`src/rtl/canmode_pkg.sv`:
```
`timescale 1ns/1ps
package canmode_pkg;

   typedef enum logic [2:0] {
      MODE_NORMAL = 3'b000,
      MODE_SLEEP  = 3'b001,
      MODE_LOOP   = 3'b010,
      MODE_LISTEN = 3'b011,
      MODE_CONFIG = 3'b100,
      MODE_ERRREC = 3'b111
   } opmode_e;

   // Request decode: bit 2 wins, then the low pair picks the mode.
   function automatic opmode_e decode_req(input logic [2:0] code, input logic errrec);
      opmode_e m;
      if (code[2]) m = MODE_CONFIG;
      else begin
         case (code[1:0])
            2'b00:   m = errrec ? MODE_ERRREC : MODE_NORMAL;
            2'b01:   m = MODE_SLEEP;
            2'b10:   m = MODE_LOOP;
            default: m = MODE_LISTEN;
         endcase
      end
      return m;
   endfunction

endpackage

```
`src/rtl/can_idle_detect.sv`:
```
`timescale 1ns/1ps
module can_idle_detect #(
   parameter int IDLE_BITS = 11
) (
   input  logic clk,
   input  logic rst_n,
   input  logic bit_strobe,
   input  logic rx_bit,
   input  logic restart,
   output logic idle
);
   localparam int CW = $clog2(IDLE_BITS + 1);
   localparam logic [CW-1:0] LIMIT = CW'(IDLE_BITS);

   generate
      if (IDLE_BITS < 2) begin : g_bad_limit
         $error("can_idle_detect: IDLE_BITS must be at least 2");
      end
   endgenerate

   logic [CW-1:0] run_q;

   always_ff @(posedge clk or negedge rst_n) begin
      if (!rst_n)            run_q <= '0;
      else if (restart)      run_q <= '0;
      else if (bit_strobe) begin
         if (!rx_bit)             run_q <= '0;
         else if (run_q != LIMIT) run_q <= run_q + CW'(1);
      end
   end

   assign idle = (run_q == LIMIT);
endmodule

```
`src/rtl/can_wake_detect.sv`:
```
`timescale 1ns/1ps
module can_wake_detect (
   input  logic clk,
   input  logic rst_n,
   input  logic rx_pin,
   input  logic asleep,
   input  logic wake_en,
   input  logic wake_clr,
   output logic wake_evt,
   output logic wake_flag
);
   logic rx_q;
   logic flag_q;

   always_ff @(posedge clk or negedge rst_n) begin
      if (!rst_n) rx_q <= 1'b1;
      else        rx_q <= rx_pin;
   end

   // recessive-to-dominant edge while asleep
   assign wake_evt = asleep & wake_en & rx_q & ~rx_pin;

   always_ff @(posedge clk or negedge rst_n) begin
      if (!rst_n)        flag_q <= 1'b0;
      else if (wake_evt) flag_q <= 1'b1;
      else if (wake_clr) flag_q <= 1'b0;
   end

   assign wake_flag = flag_q;
endmodule

```
`src/rtl/can_mode_fsm.sv`:
```
`timescale 1ns/1ps
module can_mode_fsm
   import canmode_pkg::*;
(
   input  logic       clk,
   input  logic       rst_n,
   input  logic [2:0] req_mode,
   input  logic       errrec_req,
   input  logic       tx_pending,
   input  logic       busy,
   input  logic       idle,
   input  logic       wake_evt,
   output opmode_e    mode,
   output logic       ecnt_clr,
   output logic       discard
);
   opmode_e mode_q, prev_q, tgt, nxt;
   logic    hold_q, clr_q, disc_q;

   always_comb begin
      tgt = decode_req(req_mode, errrec_req);
      nxt = mode_q;
      if (mode_q == MODE_SLEEP && wake_evt) begin
         nxt = prev_q;
      end else if (tgt != mode_q && !tx_pending) begin
         case (tgt)
            MODE_CONFIG: if (!busy) nxt = tgt;
            MODE_SLEEP:  if (!hold_q && (!busy || idle)) nxt = tgt;
            default:     nxt = tgt;
         endcase
      end
   end

   always_ff @(posedge clk or negedge rst_n) begin
      if (!rst_n) begin
         mode_q <= MODE_CONFIG;
         prev_q <= MODE_CONFIG;
         hold_q <= 1'b0;
         clr_q  <= 1'b0;
         disc_q <= 1'b0;
      end else begin
         mode_q <= nxt;
         if (nxt == MODE_SLEEP && mode_q != MODE_SLEEP) prev_q <= mode_q;
         if (wake_evt)                hold_q <= 1'b1;
         else if (tgt != MODE_SLEEP)  hold_q <= 1'b0;
         clr_q <= (nxt == MODE_CONFIG) && (mode_q != MODE_CONFIG);
         if (wake_evt)  disc_q <= 1'b1;
         else if (idle) disc_q <= 1'b0;
      end
   end

   assign mode     = mode_q;
   assign ecnt_clr = clr_q;
   assign discard  = disc_q;
endmodule

```
`src/rtl/can_mode_gate.sv`:
```
`timescale 1ns/1ps
module can_mode_gate
   import canmode_pkg::*;
(
   input  opmode_e mode,
   input  logic    discard,
   input  logic    tx_bit,
   input  logic    rx_pin,
   output logic    tx_drive,
   output logic    rx_core,
   output logic    tx_en,
   output logic    rx_en,
   output logic    ack_en,
   output logic    cfg_lock
);
   always_comb begin
      tx_en    = 1'b0;
      rx_en    = 1'b0;
      ack_en   = 1'b0;
      tx_drive = 1'b1;
      rx_core  = rx_pin;
      cfg_lock = 1'b0;
      case (mode)
         MODE_NORMAL: begin
            tx_en    = 1'b1;
            rx_en    = ~discard;
            ack_en   = 1'b1;
            tx_drive = tx_bit;
         end
         MODE_LISTEN, MODE_ERRREC: rx_en = ~discard;
         MODE_LOOP: begin
            tx_en   = 1'b1;
            rx_en   = ~discard;
            rx_core = tx_bit;
         end
         MODE_CONFIG: cfg_lock = 1'b1;
         default: ;
      endcase
   end
endmodule

```
`src/rtl/can_mode_seq.sv`:
```
`timescale 1ns/1ps
module can_mode_seq
   import canmode_pkg::*;
#(
   parameter int IDLE_BITS = 11,
   parameter bit PIN_REG   = 1'b0
) (
   input  logic       clk,
   input  logic       rst_n,
   input  logic [2:0] req_mode,
   input  logic       errrec_req,
   input  logic       tx_pending,
   input  logic       busy,
   input  logic       bit_strobe,
   input  logic       rx_pin,
   input  logic       tx_bit,
   input  logic       wake_en,
   input  logic       wake_ie,
   input  logic       wake_clr,
   output logic [2:0] mode_status,
   output logic       cfg_lock,
   output logic       ecnt_clr,
   output logic       wake_flag,
   output logic       wake_irq,
   output logic       tx_pin,
   output logic       rx_core,
   output logic       tx_en,
   output logic       rx_en,
   output logic       ack_en
);
   opmode_e mode_w;
   logic    idle_w, wake_evt_w, discard_w, tx_drive_w;

   can_idle_detect #(.IDLE_BITS(IDLE_BITS)) u_idle (
      .clk(clk), .rst_n(rst_n), .bit_strobe(bit_strobe), .rx_bit(rx_pin),
      .restart(wake_evt_w), .idle(idle_w)
   );

   can_wake_detect u_wake (
      .clk(clk), .rst_n(rst_n), .rx_pin(rx_pin),
      .asleep(mode_w == MODE_SLEEP), .wake_en(wake_en), .wake_clr(wake_clr),
      .wake_evt(wake_evt_w), .wake_flag(wake_flag)
   );

   can_mode_fsm u_fsm (
      .clk(clk), .rst_n(rst_n), .req_mode(req_mode), .errrec_req(errrec_req),
      .tx_pending(tx_pending), .busy(busy), .idle(idle_w), .wake_evt(wake_evt_w),
      .mode(mode_w), .ecnt_clr(ecnt_clr), .discard(discard_w)
   );

   can_mode_gate u_gate (
      .mode(mode_w), .discard(discard_w), .tx_bit(tx_bit), .rx_pin(rx_pin),
      .tx_drive(tx_drive_w), .rx_core(rx_core), .tx_en(tx_en), .rx_en(rx_en),
      .ack_en(ack_en), .cfg_lock(cfg_lock)
   );

   generate
      if (PIN_REG) begin : g_pin_reg
         logic pin_q;
         always_ff @(posedge clk or negedge rst_n) begin
            if (!rst_n) pin_q <= 1'b1;
            else        pin_q <= tx_drive_w;
         end
         assign tx_pin = pin_q;
      end else begin : g_pin_comb
         assign tx_pin = tx_drive_w;
      end
   endgenerate

   assign mode_status = mode_w;
   assign wake_irq    = wake_flag & wake_ie;
endmodule

```
`config.mk`:
```
export PLATFORM = sky130hd
export DESIGN_NAME = can_mode_seq
export DESIGN_NICKNAME = d
export VERILOG_FILES = /design/src/rtl/canmode_pkg.sv /design/src/rtl/can_idle_detect.sv /design/src/rtl/can_wake_detect.sv /design/src/rtl/can_mode_fsm.sv /design/src/rtl/can_mode_gate.sv /design/src/rtl/can_mode_seq.sv
export SDC_FILE = /design/constraint.sdc
export NUM_CORES = 1
export LEC_CHECK = 0
export ABC_AREA = 1
export BUFFER_PORTS_ARGS = -buffer_cell sky130_fd_sc_hd__buf_2
export CAP_MARGIN = 20
export CORE_ASPECT_RATIO = 0.8
export CORE_MARGIN = 2
export CORE_UTILIZATION = 50
export CTS_BUF_LIST = sky130_fd_sc_hd__clkbuf_16
export CTS_CLUSTER_DIAMETER = 80
export DETAILED_ROUTE_END_ITERATION = 10
export HOLD_SLACK_MARGIN = 0.05
export PLACE_DENSITY = 0.76
export SETUP_SLACK_MARGIN = 0.2
export SLEW_MARGIN = 20
export SYNTH_ARGS = -nofsm -noshare
export SYNTH_HDL_FRONTEND = slang
export SYNTH_SLANG_ARGS = --single-unit
```
`constraint.sdc`:
```
create_clock -name clk -period 3.3 [get_ports clk]
set_input_delay 0.66 -clock clk [delete_from_list [all_inputs] [get_ports clk]]
set_output_delay 0.66 -clock clk [all_outputs]
set_load 0.005 [all_outputs]
```
# Word-level counts from Yosys, hierarchy flattened
# Cells that the tools add are included.
# Widths: inputs -> output; s select.
[word_totals]
reg_bits = 15
output_inout_bits = 12
[classes]
addsub = 1
eq_ne = 18
muxes = 24
n_bitwise = 6
n_reduce_logical = 18
[op_table]
columns = ["cell", "n"]
rows = [
  ["$mux 3", 6],
  ["$mux 4", 4],
  ["$eq 3x3->1 const B", 4],
  ["$mux 1", 12],
  ["$eq 3x1->1 const B", 3],
  ["$ne 3x1->1 const B", 3],
  ["$pmux 3 s3", 1],
  ["$reduce_bool 2->1", 4],
  ["$eq 3x2->1 const B", 2],
  ["$pmux 3 s2", 1],
  ["$logic_and 1x1->1", 5],
  ["$add 4x1->4 const B", 1],
  ["$and 1x1->1", 4],
  ["$eq 4x4->1 const B", 1],
  ["$ne 4x4->1 const B", 1],
  ["$reduce_or 4->1", 1],
  ["$logic_not 1->1", 3],
  ["$logic_not 3->1", 1],
  ["$ne 3x3->1", 1],
  ["$ne 3x3->1 const B", 1],
  ["$eq 2x1->1 const B", 1],
  ["$eq 2x2->1 const B", 1],
  ["$logic_not 2->1", 1],
  ["$not 1->1", 2],
  ["other kinds (3)", 3],
]

# Depth between registers and ports, before layout
[depth]
depth_word = 9
mapped_depth = 16
mapped_depth_nobuf = 16

# By module
# From an unflattened synthesis, not the netlist that was laid out.
[hier_totals]
cells_unflattened = 179
hier_area_um2 = 1157.4
[by_module_without_submodules]
columns = ["mod", "n_inst", "cells_each", "area_each_um2", "seq_area_each_um2"]
rows = [
  ["can_mode_fsm", 1, 109, 725.7, 227.7],
  ["can_idle_detect", 1, 40, 261.5, 100.1],
  ["can_wake_detect", 1, 11, 87.6, 51.3],
  ["can_mode_gate", 1, 14, 61.3, 0.0],
  ["can_mode_seq", 1, 5, 21.3, 0.0],
]

# Least setup slack after synthesis
# No wires, ideal clock.
[synth_path]
kind = "input to register"
start = "input port req_mode[1]"
end = "register u_fsm.prev_q[1]"
arrival_ns = 1.745
required_time_ns = 3.184
slack_ns = 1.439
stages = 14
path_cell_list = "inv_2 -> nand2_1 -> nand2_1 -> nand2_1 -> xor2_1 -> nand2_2 -> nand2_2 -> nand2_1 -> nand3_2 -> nand2_2 -> nor2_2 -> nand2_2 -> nand2_1 -> nand2_1"
[synth_via]
elab_chain_cells = 9
elab_cells_between_ends = 16
classes_between = "eq/ne (6); mux (7); reduce/logical (3)"
[synth_lines]
columns = ["item", "line_no", "source"]
rows = [
  ["start, declared", "can_mode_seq.sv:10", "input logic [2:0] req_mode,"],
  ["$eq 2x2->1, or another cell as far along", "canmode_pkg.sv:18", "case (code[1:0])"],
  ["$pmux 3 s3 (*)", "canmode_pkg.sv:18", ""],
  ["$mux 3 (*)", "canmode_pkg.sv:16", "if (code[2]) m = MODE_CONFIG;"],
  ["$eq 3x1->1, or another cell as far along", "can_mode_fsm.sv:26", "case (tgt)"],
  ["$pmux 3 s2 / $logic_and 1x1->1 (equally long branches)", "can_mode_fsm.sv:26, can_mode_fsm.sv:25", ""],
  ["$mux 3 (*)", "can_mode_fsm.sv:25", "end else if (tgt != mode_q && !tx_pending) begin"],
  ["$mux 3 (*)", "can_mode_fsm.sv:23", "if (mode_q == MODE_SLEEP && wake_evt) begin"],
  ["$eq 3x1->1 (*)", "can_mode_fsm.sv:43", "if (nxt == MODE_SLEEP && mode_q != MODE_SLEEP) prev_q <= mode_q;"],
  ["$logic_and 1x1->1 (*)", "can_mode_fsm.sv:43", ""],
  ["end signal, assigned", "can_mode_fsm.sv:43", ""],
  ["end, declared", "can_mode_fsm.sv:17", "opmode_e mode_q, prev_q, tgt, nxt;"],
]
# Mark *: on every way between the ends. The rest lies on a longest branch, timed or not.
# A chain may end at the register's enable or synchronous reset.

# Worst setup path after layout
[layout_path]
start = "register u_fsm.mode_q[0] (netlist: u_fsm.mode[0])"
end = "output port rx_core"
[layout_via]
elab_chain_cells = 2
[layout_lines]
columns = ["item", "line_no", "source"]
rows = [
  ["start, declared", "can_mode_fsm.sv:17", ""],
  ["start signal, assigned", "can_mode_fsm.sv:42", "mode_q <= nxt;"],
  ["$eq 3x2->1", "can_mode_gate.sv:23", "case (mode)"],
  ["$mux 1", "can_mode_gate.sv:23", ""],
  ["end, declared", "can_mode_seq.sv:26", "output logic rx_core,"],
]
# Every way passes these cells.

==> metrics.md <==
| Metric | Value |
|---|---|
| Final hold violation count | 0 |
| Synth area leader | dfrtp_1 |
| Status | completed |
| Max-cap violations | 0 |
| Clock skew | ~0.00080 ns |
| Final worst path period share | a little under two thirds |
| GR Overflow Total | 0 |
| Most frequent cells in the layout | 39 x nand2_1, 25 x buf_2, 20 x nand3_1, 13 x inv_1, 12 x dfrtp_1 |
| Class of the worst hold path | in2async |
| Mapped Avg Cell Area | roughly 7.3 µm² |
| Pre-CTS WS | roughly 1.1 ns |
| Sequential Power Share | between 30% and 40% |
| Non-Filler Instances | 186 |
| Relative slew margins | around two thirds |
| Dpl hpwl | approximately 1600 µm |
| Worst slew pin tran | just under 0.5 ns |
| Synth top area share | 30.3% |
| CTS tree | done |
| IO buf count | 25 |
| Switching share of power | slightly below 40% |
| WL per Instance | between 10 and 15 µm |
| Arrival @ worst endpoint | between 1 and 1.5 ns |
| Nets | 178 |
| Setup-failing EPs final | 0 |
| Final Instance Area | between 0.001 and 0.0015 mm² |
| First-pass GRT wire length | 3380 µm |
| Final Max Tran Viols | 0 |
| Clk root buf | clkbuf_16 |
| Final wirelength | roughly 2100 µm |
| TNS Setup | 0 ns |
| Peak supply drop | around 0.45 mV |
| Largest net degree at the start of global routing | 16 |
| DRC Markers | 0 |
| Synth cell types | 27 |
| Combinational share of power | about two fifths |
| Mapped Area | 992 µm² |
| Asr flop ratio synth | 100% |
| Core area | between 0.0015 and 0.002 mm² |
| Vias | 930 |
| ANT cells | 0 |
| Postcts setup bufs | 0 |
| Post-CTS sizing | 0 |
| Share of layout cells above drive strength 1 | between 30 and 40% |
| Top cells by area, synth | dfrtp_1 30%, nand2_1 15%, nand3_1 10%, dfstp_2 7.9%, inv_1 4.5% |
| Initial DRC Count | 27 |
| Worst r2r src | u_idle.run_q[0] |
| Startpoint types | flop |
| Power Density | approximately 740 mW/mm² |
| H-tree levels | 1 |
| Fillers | between 150 and 200 |
| GRT Overall Usage | just under 20% |
| # rows | 14 |
| Main flop type after synthesis | dfrtp_1 |
| CTS max path bufs | 2 |
| Seq cells post-synth | 15 |
| Die area | approximately 0.0024 mm² |
| Die H | around 44 µm |
| Critical Path Sink Type | output pin |
| Dpl cell area | between 0.001 and 0.0015 mm² |
| Syn_nets | 150 |
| Initial core utilization | between 50% and 60% |
| Crit path max fanout | 10 |
| GPL Wtd Cong | 0.814 |
| Ports | 26 |
| Area growth, synth to finish | 21.9% |
| CP required | around 2.6 ns |
| NetSw | ~0.35 mW |
| Vias/cell | 5.00 |
| Sequential cell area fraction in the yosys report | around two fifths |
| Vias in the first global route | about 840 |
| Clock tree sinks | 15 |
| Die W | 53.8 µm |
| Cts bufs inserted | 3 |
| RSZ-0062 raised after global routing | no |
| Internal power | approximately 0.54 mW |
| 1st-pass router iterations | 4 |
| Final ANT Viol Nets | 0 |
| Most common cell after layout, fill and taps aside | nand2_1 |
| Min cycle time layout | between 2 and 2.5 ns |
| Reg clk slew, reported paths | around 0.050 ns |
| Cells after DPL | 182 |
| F_max | roughly 0.48 GHz |
| Lkg Pwr | ~0.68 nW |
| CTS Hold Bufs | 0 |
| Post-synth EDFFs | 0 |
| Gate Count Post-Synth | 135 |
| Final WS setup | between 1 and 1.5 ns |
| Clock power frac | 25.5% |
| CP Launch Point | u_fsm.mode[0] |
| Ys Warns | 0 |
| Clock latency on the worst-skew pair | between 0.2 and 0.25 ns |
| Initial antenna violation count | 0 |
| Crit path kind | reg2out |
==> logic make-up (layout without fill, tap and decap cells) <==
| logic type | Yosys count | count (layout) | share of synthesized area, % |
|---|---|---|---|
| compound gates | 13 | 13 | 7.69 |
| fa+ha+maj | 1 | 1 | 1.26 |
| xor+xnor | 2 | 2 | 1.77 |
| flops | 15 | 15 | 38.2 |
| simple gates | 83 | 83 | 42.2 |
| buf+inv | 21 | 48 | 8.83 |
==> cell type report <==
class,count,area [µm²],area share [%]
repair buffers,25,125,10.3
inverters,19,71.3,5.89
well taps,24,30.0,2.48
flip-flops and latches,15,379,31.3
clock inverters,1,3.75,0.310
multi-input cells,99,526,43.4
clock buffers,3,75.1,6.20
==> cells in the mapped netlist (2+ instances only) <==
cell type	instances
inv_2	7
nor2_1	3
nand3_1	20
nand2_1	39
dfrtp_1	12
nor3_1	3
nand2_2	7
a21oi_1	5
nand4_1	2
inv_1	12
dfstp_2	3
nor2_2	4
o21ai_0	3
xor2_1	2
==> critical path, stage by stage, from the launching register on <==
cell     delay, ns
dfrtp_1       0.50
nor2_1        0.31
a21oi_1       0.10
a31oi_1       0.14
buf_2         0.13
==> power by group through the flow <==
| stage | Clock (mW) | Combinational (mW) | Sequential [mW] |
|---|---|---|---|
| 4_1_cts | 0.229 | 0.345 | 0.324 |
| 5_1_grt | 0.234 | 0.395 | 0.336 |
| 2_1_floorplan | 0 | 0.279 | 0.289 |
| 3_3_place_gp | 0 | 0.335 | 0.324 |
| 3_5_place_dp | 0 | 0.342 | 0.325 |
| 6_report | 0.229 | 0.342 | 0.325 |
==> metal layers <==
metal	GRT usage (%)	wire [µm]	vias to the layer above
li1	-	-	490
met1	26.7	993	414
met2	31.2	990	20
met3	3.45	77	6
met4	8.21	28	0
met5	0	0	-
==> sequential cells by signal, summed over array words and instances (netlist names) <==
signal            flops
u_fsm.prev_q          3
u_idle.run_q          4
u_wake.rx_q           1
u_fsm.mode            3
u_fsm.hold_q          1
u_fsm.ecnt_clr        1
u_wake.wake_flag      1
u_fsm.discard         1
==> per-stage QoR <==
step	util [%]	power, mW	hold slack [ns]
after detailed placement	60.3	0.667	0.459
final	64.6	0.895	0.312
after CTS	64.6	0.897	0.327
after floorplan	-	0.567	0.364
after global routing	64.6	0.964	0.341
after global placement	60.3	0.659	0.450
==> final timing paths <==
| check | end | slack, ns | cells past startpoint |
|---|---|---|---|
| max | rx_core | 1.21 | 4 |
| min | u_idle.run_q[1] | 0.31 | 1 |
| max reg2reg | u_fsm.prev_q[0] | 1.41 | 15 |
| min reg2reg | u_fsm.prev_q[2] | 0.47 | 2 |
| max in group asynchronous | u_fsm.mode[2] | 2.69 | 1 |
| min in group clk | u_fsm.prev_q[2] | 0.47 | 2 |
No activity file was read; power rests on OpenSTA's default activity.
